$ cat src/rtl/tls_pkg.sv
package tls_pkg;
   typedef enum logic [1:0] {
      M_CONV_FWD  = 2'd0,
      M_CONV_BWD  = 2'd1,
      M_CONV_GRAD = 2'd2,
      M_FC_FWD    = 2'd3
   } tls_mode_e;

   localparam int NLVL = 4;
   localparam int NDIM = 4;
   // dimension identifiers
   localparam logic [1:0] D_F = 2'd0;
   localparam logic [1:0] D_C = 2'd1;
   localparam logic [1:0] D_P = 2'd2;
   localparam logic [1:0] D_B = 2'd3;

   // packed order word: bits [2k+1:2k] name the dimension on level k (level 0 innermost)
   function automatic logic [2*NLVL-1:0] order_of(tls_mode_e m);
      case (m)
         M_CONV_BWD:  order_of = {D_C, D_P, D_B, D_F};
         M_CONV_GRAD: order_of = {D_F, D_C, D_B, D_P};
         default:     order_of = {D_F, D_P, D_B, D_C};
      endcase
   endfunction
endpackage

$ cat src/rtl/tls_order_map.sv
module tls_order_map
   import tls_pkg::*;
#(
   parameter int CW = 8
) (
   input  tls_mode_e                  mode,
   input  logic [NDIM-1:0][CW-1:0]    dim_cnt,
   input  logic [NLVL-1:0][CW-1:0]    lvl_val,
   output logic [NLVL-1:0][CW-1:0]    lvl_lim,
   output logic [NDIM-1:0][CW-1:0]    dim_idx
);
   logic [2*NLVL-1:0] ord;

   always_comb begin
      ord     = order_of(mode);
      dim_idx = '0;
      for (int k = 0; k < NLVL; k++) begin
         lvl_lim[k]                = dim_cnt[ord[2*k +: 2]];
         dim_idx[ord[2*k +: 2]]    = lvl_val[k];
      end
   end
endmodule

$ cat src/rtl/tls_level_ctr.sv
module tls_level_ctr #(
   parameter int CW = 8
) (
   input  logic          clk,
   input  logic          rst_n,
   input  logic          clr,
   input  logic          inc,
   input  logic [CW-1:0] lim,
   output logic [CW-1:0] val,
   output logic          wrap
);
   assign wrap = (val == lim - 1'b1);

   always_ff @(posedge clk or negedge rst_n) begin
      if (!rst_n)    val <= '0;
      else if (clr)  val <= '0;
      else if (inc)  val <= wrap ? '0 : val + 1'b1;
   end


   range_chk: assert property (@(posedge clk) disable iff (!rst_n)
      (lim != '0) |-> (val < lim));
endmodule

$ cat src/rtl/tile_loop_seq.sv
module tile_loop_seq
   import tls_pkg::*;
#(
   parameter int CW = 8
) (
   input  logic          clk,
   input  logic          rst_n,
   input  logic          start,
   input  logic [1:0]    mode,
   input  logic [CW-1:0] cnt_f,
   input  logic [CW-1:0] cnt_c,
   input  logic [CW-1:0] cnt_p,
   input  logic [CW-1:0] cnt_b,
   input  logic          ready,
   output logic          step_valid,
   output logic [CW-1:0] tile_f,
   output logic [CW-1:0] tile_c,
   output logic [CW-1:0] tile_p,
   output logic [CW-1:0] tile_b,
   output logic          acc_first,
   output logic          acc_last,
   output logic          seq_done
);
   localparam logic [CW-1:0] ONE = CW'(1);

   if (CW < 2) begin : g_bad_cw
      $error("tile_loop_seq: CW must be at least 2");
   end

   logic                      busy, done_q;
   tls_mode_e                 mode_q;
   logic [NDIM-1:0][CW-1:0]   cnt_q;
   logic [NLVL-1:0][CW-1:0]   lvl_val, lvl_lim;
   logic [NDIM-1:0][CW-1:0]   dim_idx;
   logic [NLVL-1:0]           wrap, inc;
   logic                      start_ok, fire, final_step;

   assign start_ok   = start && !busy;
   assign fire       = busy && ready;
   assign final_step = fire && (&wrap);

   function automatic logic [CW-1:0] clamp1(logic [CW-1:0] v);
      return (v == '0) ? ONE : v;
   endfunction

   always_ff @(posedge clk or negedge rst_n) begin
      if (!rst_n) begin
         busy   <= 1'b0;
         done_q <= 1'b0;
         mode_q <= M_CONV_FWD;
         cnt_q  <= {NDIM{ONE}};
      end else begin
         done_q <= final_step;
         if (start_ok) begin
            busy       <= 1'b1;
            mode_q     <= tls_mode_e'(mode);
            cnt_q[D_F] <= clamp1(cnt_f);
            cnt_q[D_C] <= clamp1(cnt_c);
            cnt_q[D_P] <= (tls_mode_e'(mode) == M_FC_FWD) ? ONE : clamp1(cnt_p);
            cnt_q[D_B] <= clamp1(cnt_b);
         end else if (final_step) begin
            busy <= 1'b0;
         end
      end
   end

   tls_order_map #(.CW(CW)) u_map (
      .mode    (mode_q),
      .dim_cnt (cnt_q),
      .lvl_val (lvl_val),
      .lvl_lim (lvl_lim),
      .dim_idx (dim_idx)
   );

   for (genvar k = 0; k < NLVL; k++) begin : g_lvl
      if (k == 0) begin : g_in
         assign inc[k] = fire;
      end else begin : g_carry
         assign inc[k] = inc[k-1] && wrap[k-1];
      end
      tls_level_ctr #(.CW(CW)) u_ctr (
         .clk   (clk),
         .rst_n (rst_n),
         .clr   (start_ok),
         .inc   (inc[k]),
         .lim   (lvl_lim[k]),
         .val   (lvl_val[k]),
         .wrap  (wrap[k])
      );
   end

   logic red_first, red_last;
   always_comb begin
      if (mode_q == M_CONV_GRAD) begin
         red_first = (lvl_val[0] == '0) && (lvl_val[1] == '0);
         red_last  = wrap[0] && wrap[1];
      end else begin
         red_first = (lvl_val[0] == '0);
         red_last  = wrap[0];
      end
   end

   assign step_valid = busy;
   assign tile_f     = dim_idx[D_F];
   assign tile_c     = dim_idx[D_C];
   assign tile_p     = dim_idx[D_P];
   assign tile_b     = dim_idx[D_B];
   assign acc_first  = busy && red_first;
   assign acc_last   = busy && red_last;
   assign seq_done   = done_q;


   stall_hold_chk: assert property (@(posedge clk) disable iff (!rst_n)
      (step_valid && !ready) |=> (step_valid && $stable(tile_f) && $stable(tile_c)
                                  && $stable(tile_p) && $stable(tile_b)
                                  && $stable(acc_first) && $stable(acc_last)));

   done_pulse_chk: assert property (@(posedge clk) disable iff (!rst_n)
      seq_done |=> !seq_done);

   done_idle_chk: assert property (@(posedge clk) disable iff (!rst_n)
      seq_done |-> !step_valid);

   next_tile_first_chk: assert property (@(posedge clk) disable iff (!rst_n)
      (step_valid && ready && acc_last) |=> (!step_valid || acc_first));

   fc_pixel_zero_chk: assert property (@(posedge clk) disable iff (!rst_n)
      (step_valid && mode_q == M_FC_FWD) |-> (tile_p == '0));

   start_origin_chk: assert property (@(posedge clk) disable iff (!rst_n)
      $rose(step_valid) |-> (tile_f == '0 && tile_c == '0 && tile_p == '0 && tile_b == '0));
endmodule

$ cat config.mk
export PLATFORM = sky130hd
export DESIGN_NAME = tile_loop_seq
export DESIGN_NICKNAME = d
export VERILOG_FILES = /design/src/rtl/tls_pkg.sv /design/src/rtl/tls_order_map.sv /design/src/rtl/tls_level_ctr.sv /design/src/rtl/tile_loop_seq.sv
export SDC_FILE = /design/constraint.sdc
export NUM_CORES = 1
export LEC_CHECK = 0
export ABC_AREA = 1
export BUFFER_PORTS_ARGS = -buffer_cell sky130_fd_sc_hd__buf_2
export CORE_MARGIN = 2
export CORE_UTILIZATION = 45
export CTS_BUF_LIST = sky130_fd_sc_hd__clkbuf_8
export DETAILED_ROUTE_END_ITERATION = 8
export GPL_TIMING_DRIVEN = 0
export PLACE_DENSITY_LB_ADDON = 0.1
export REMOVE_ABC_BUFFERS = 1
export SLEW_MARGIN = 20
export SYNTH_ARGS = -nofsm -noshare
export SYNTH_HDL_FRONTEND = slang
export SYNTH_SLANG_ARGS = --single-unit
export TNS_END_PERCENT = 10
$ cat constraint.sdc
create_clock -name clk -period 3.4 [get_ports clk]
set_clock_uncertainty 0.05 [all_clocks]
set_input_delay 0.85 -clock clk [delete_from_list [all_inputs] [get_ports clk]]
set_output_delay 0.85 -clock clk [all_outputs]
set_load 0.03 [all_outputs]
==> results.cfg <==
[clocking]
cts-root-buf = clkbuf_8
clk_path_buf_depth = 2
htree_levels = 3
cts_hold_buf = 0
tritoncts = done
cts_buffers = 9
clk_pin_slew_worst_paths_ns = 0.08
clock_sinks = 68
clock_latency_ns = 0.37

[setup_path]
critPathRequiredTime_ns = 2.50
r2r_setup_slack_ns = 0.10
worstReg2RegEnd = g_lvl[3].u_ctr.val[6]
worst-r2r-cell-count = 16
worstPathArrival_ns = 2.76
path_max_fanout = 5
crit_path_start_kind = flip-flop
rr_startpoint = mode_q[1]
path_class = flip-flop to output port
endpoint_kind = output port
startpoint = mode_q[1]

[finish]
fillers = 1099
insertedDiodeCount = 0
drive_above_1_share_pct = 22.7
fin_util_pct = 54.4
design_area_um2 = 6240
multi_input_area_um2 = 3190
nets = 878
seq_area_um2 = 1710
syn_to_final_growth_pct = 17.9

[synthesis]
syn_avg_cell_area_um2 = 7.04
ys_async_sr_fraction_pct = 100
synthFlopType = dfrtp_1
synth_edf_count = 0
synth_top_area_share_pct = 30.2
yosys.area.top_type = dfrtp_1
ys_warn_count = 0
synth-seq-area-share_pct = 32.2
syn-cell-area_um2 = 5300
synth_cell_type_count = 47
ys_seq_elements = 68
synth_cells = 752
synthTopCellsByArea = dfrtp_1, nand2_1, xor2_1, inv_1, nand3_1

[routing]
wl_per_cell_um = 16.2
ant_nets = 0
drt_iter0_drc = 410
vias_per_cell = 5.37
drt-total-wl_mm = 15.8
via_count = 5235
drc = 0
firstDrtPassIters = 5

[global_route]
grt_pass1_vias = 5047
overflow = 0
grt_max_degree = 50
grt.total_usage_pct = 26.0
grt_first_pass_wirelength_mm = 26.0
antenna_found_initial = 0

[run]
maxCapViolations = 0

[sta]
whs_ns = 0.387
drv_slew = 0
tightestPinTransition_ns = 1.08
layout_min_cycle_time_ns = 3.66
slew_headroom_pct = 27.9
fin_crit_sh_pct = 108
max_freq_ghz = 0.273
fin_ws_ns = -0.258
final_hold_viol_count = 0
rsz0062_at_grt = true
setup_viol = 1

[floorplanning]
coreArea_um2 = 11500
die_w_um = 112
die-area_um2 = 12700
pin_count = 74
start_util_pct = 46.2
rows = 39
die_h_um = 112

[pwr]
total_leakage_power_nw = 3.10
finalPower_w = 0.00526
peakVddDrop_mv = 0.395
p_per_area_nw_per_um2 = 843

[placement]
portBuffers = 73
hpwl_mm = 11.4
dpl_cell_area_um2 = 5700
place_congestion = 0.901

[hold_path]
hold_class = primary input to asynchronous set/reset pin

[run_status]
violations = negative setup slack
status = complete, but fails checks
==> kinds of logic (layout without fill, tap and decap cells) <==
kind of cell    count (synthesis)  count (layout)  share of synthesized area (%)
xor+xnor                       52              52                           8.74
simple gates                  374             374                           32.5
fa+ha+maj                      14              14                           3.31
flops                          68              68                           32.2
compound gates                113             113                           12.8
buf+inv                       131             210                           10.4
==> placed cells by master (no fill, tap or decap), types with 4 or more instances in the layout <==
cell type	count
dfrtp_1	64
nand2_2	20
o21ai_2	9
ha_4	4
nor4_1	6
ha_1	10
a221oi_1	8
o21ai_0	53
xor2_1	42
o31ai_1	4
dfstp_2	4
nand3_1	56
nor2_1	32
o21ai_1	9
inv_1	93
nand2_4	4
a21oi_1	13
nand4_1	19
xnor2_1	9
nand3_2	9
clkbuf_8	9
buf_2	71
o22ai_1	10
nor3_1	15
nor2_2	9
nand2_1	190
buf_4	23
==> critical path, cell delays in order, from the launching register on <==
cell and delay [ns]:
dfrtp_1 0.42, ha_4 0.27, buf_12 0.14, inv_8 0.07, nand2_2 0.05, nand3_2 0.07, nand2_2 0.09, ha_4 0.18
inv_2 0.05, nand3_1 0.07, nand3_1 0.08, nand2_1 0.07, nor2_1 0.12, nand2_1 0.10, nor2_4 0.15, nand3_4 0.09
a211oi_2 0.16, buf_4 0.19
==> how the worst max path moves through the flow <==
stage,endpoint
floorplan,acc_last
global placement,acc_last
detailed placement,acc_last
CTS,acc_last
global route,acc_last
finish,acc_last
==> power breakdown <==
group / leakage (nW) / total [W] / internal (W) / switching [W]
Clock: 0.103 / 0.000669 / 0.000331 / 0.000338
Combinational: 2.12 / 0.00328 / 0.00122 / 0.00206
Sequential: 0.877 / 0.00131 / 0.00101 / 0.000297
Total: 3.10 / 0.00526 / 0.00256 / 0.00270
==> synthesized netlist by cell type, types with 10 or more instances <==
cell      instances
nand4_1          19
o22ai_1          10
a21oi_1          13
inv_1            92
nor3_1           15
nor2_1           35
nand2_1         203
ha_1             14
nand3_1          61
clkbuf_1         21
o21ai_0          53
dfrtp_1          64
xor2_1           42
==> sequential cells by signal, indices dropped and copies added (netlist names) <==
| signal | cells |
|---|---|
| cnt_q | 32 |
| mode_q | 2 |
| seq_done | 1 |
| step_valid | 1 |
| g_lvl.u_ctr.val | 32 |
==> metrics by stage <==
step	std cells	TNS [ns]	setup slack, ns
2_1_floorplan	716	-0.800	-0.781
3_3_place_gp	932	-24.40	-1.05
3_5_place_dp	934	-15.35	-1.11
4_1_cts	972	-0.283	-0.283
5_1_grt	974	-1.94	-0.405
6_report	974	-0.258	-0.258
==> cell type report <==
type / instances / area share (%)
clock buffers: 9 / 1.98
repair buffers: 98 / 9.72
multi-input cells: 553 / 51.1
inverters: 95 / 5.85
flip-flops and latches: 68 / 27.3
clock inverters: 7 / 1.00
repair inverters: 1 / 0.100
well taps: 143 / 2.87
==> metal layers <==
metal,vias up,share of wire (%),GRT usage [%]
li1,2592,-,-
met1,2449,45,35.3
met2,159,45,41.4
met3,35,5.9,3.67
met4,0,3.7,11.5
met5,-,0,0
==> repair_timing <==
item | CTS | global route
gates cloned | 1 | 0
setup endpoints to repair | 43 | 25
pin swaps | 10 | 8
buffers inserted | 21 | 2
gates resized for setup | 30 | 11
Power figures use the tool's default switching activity.
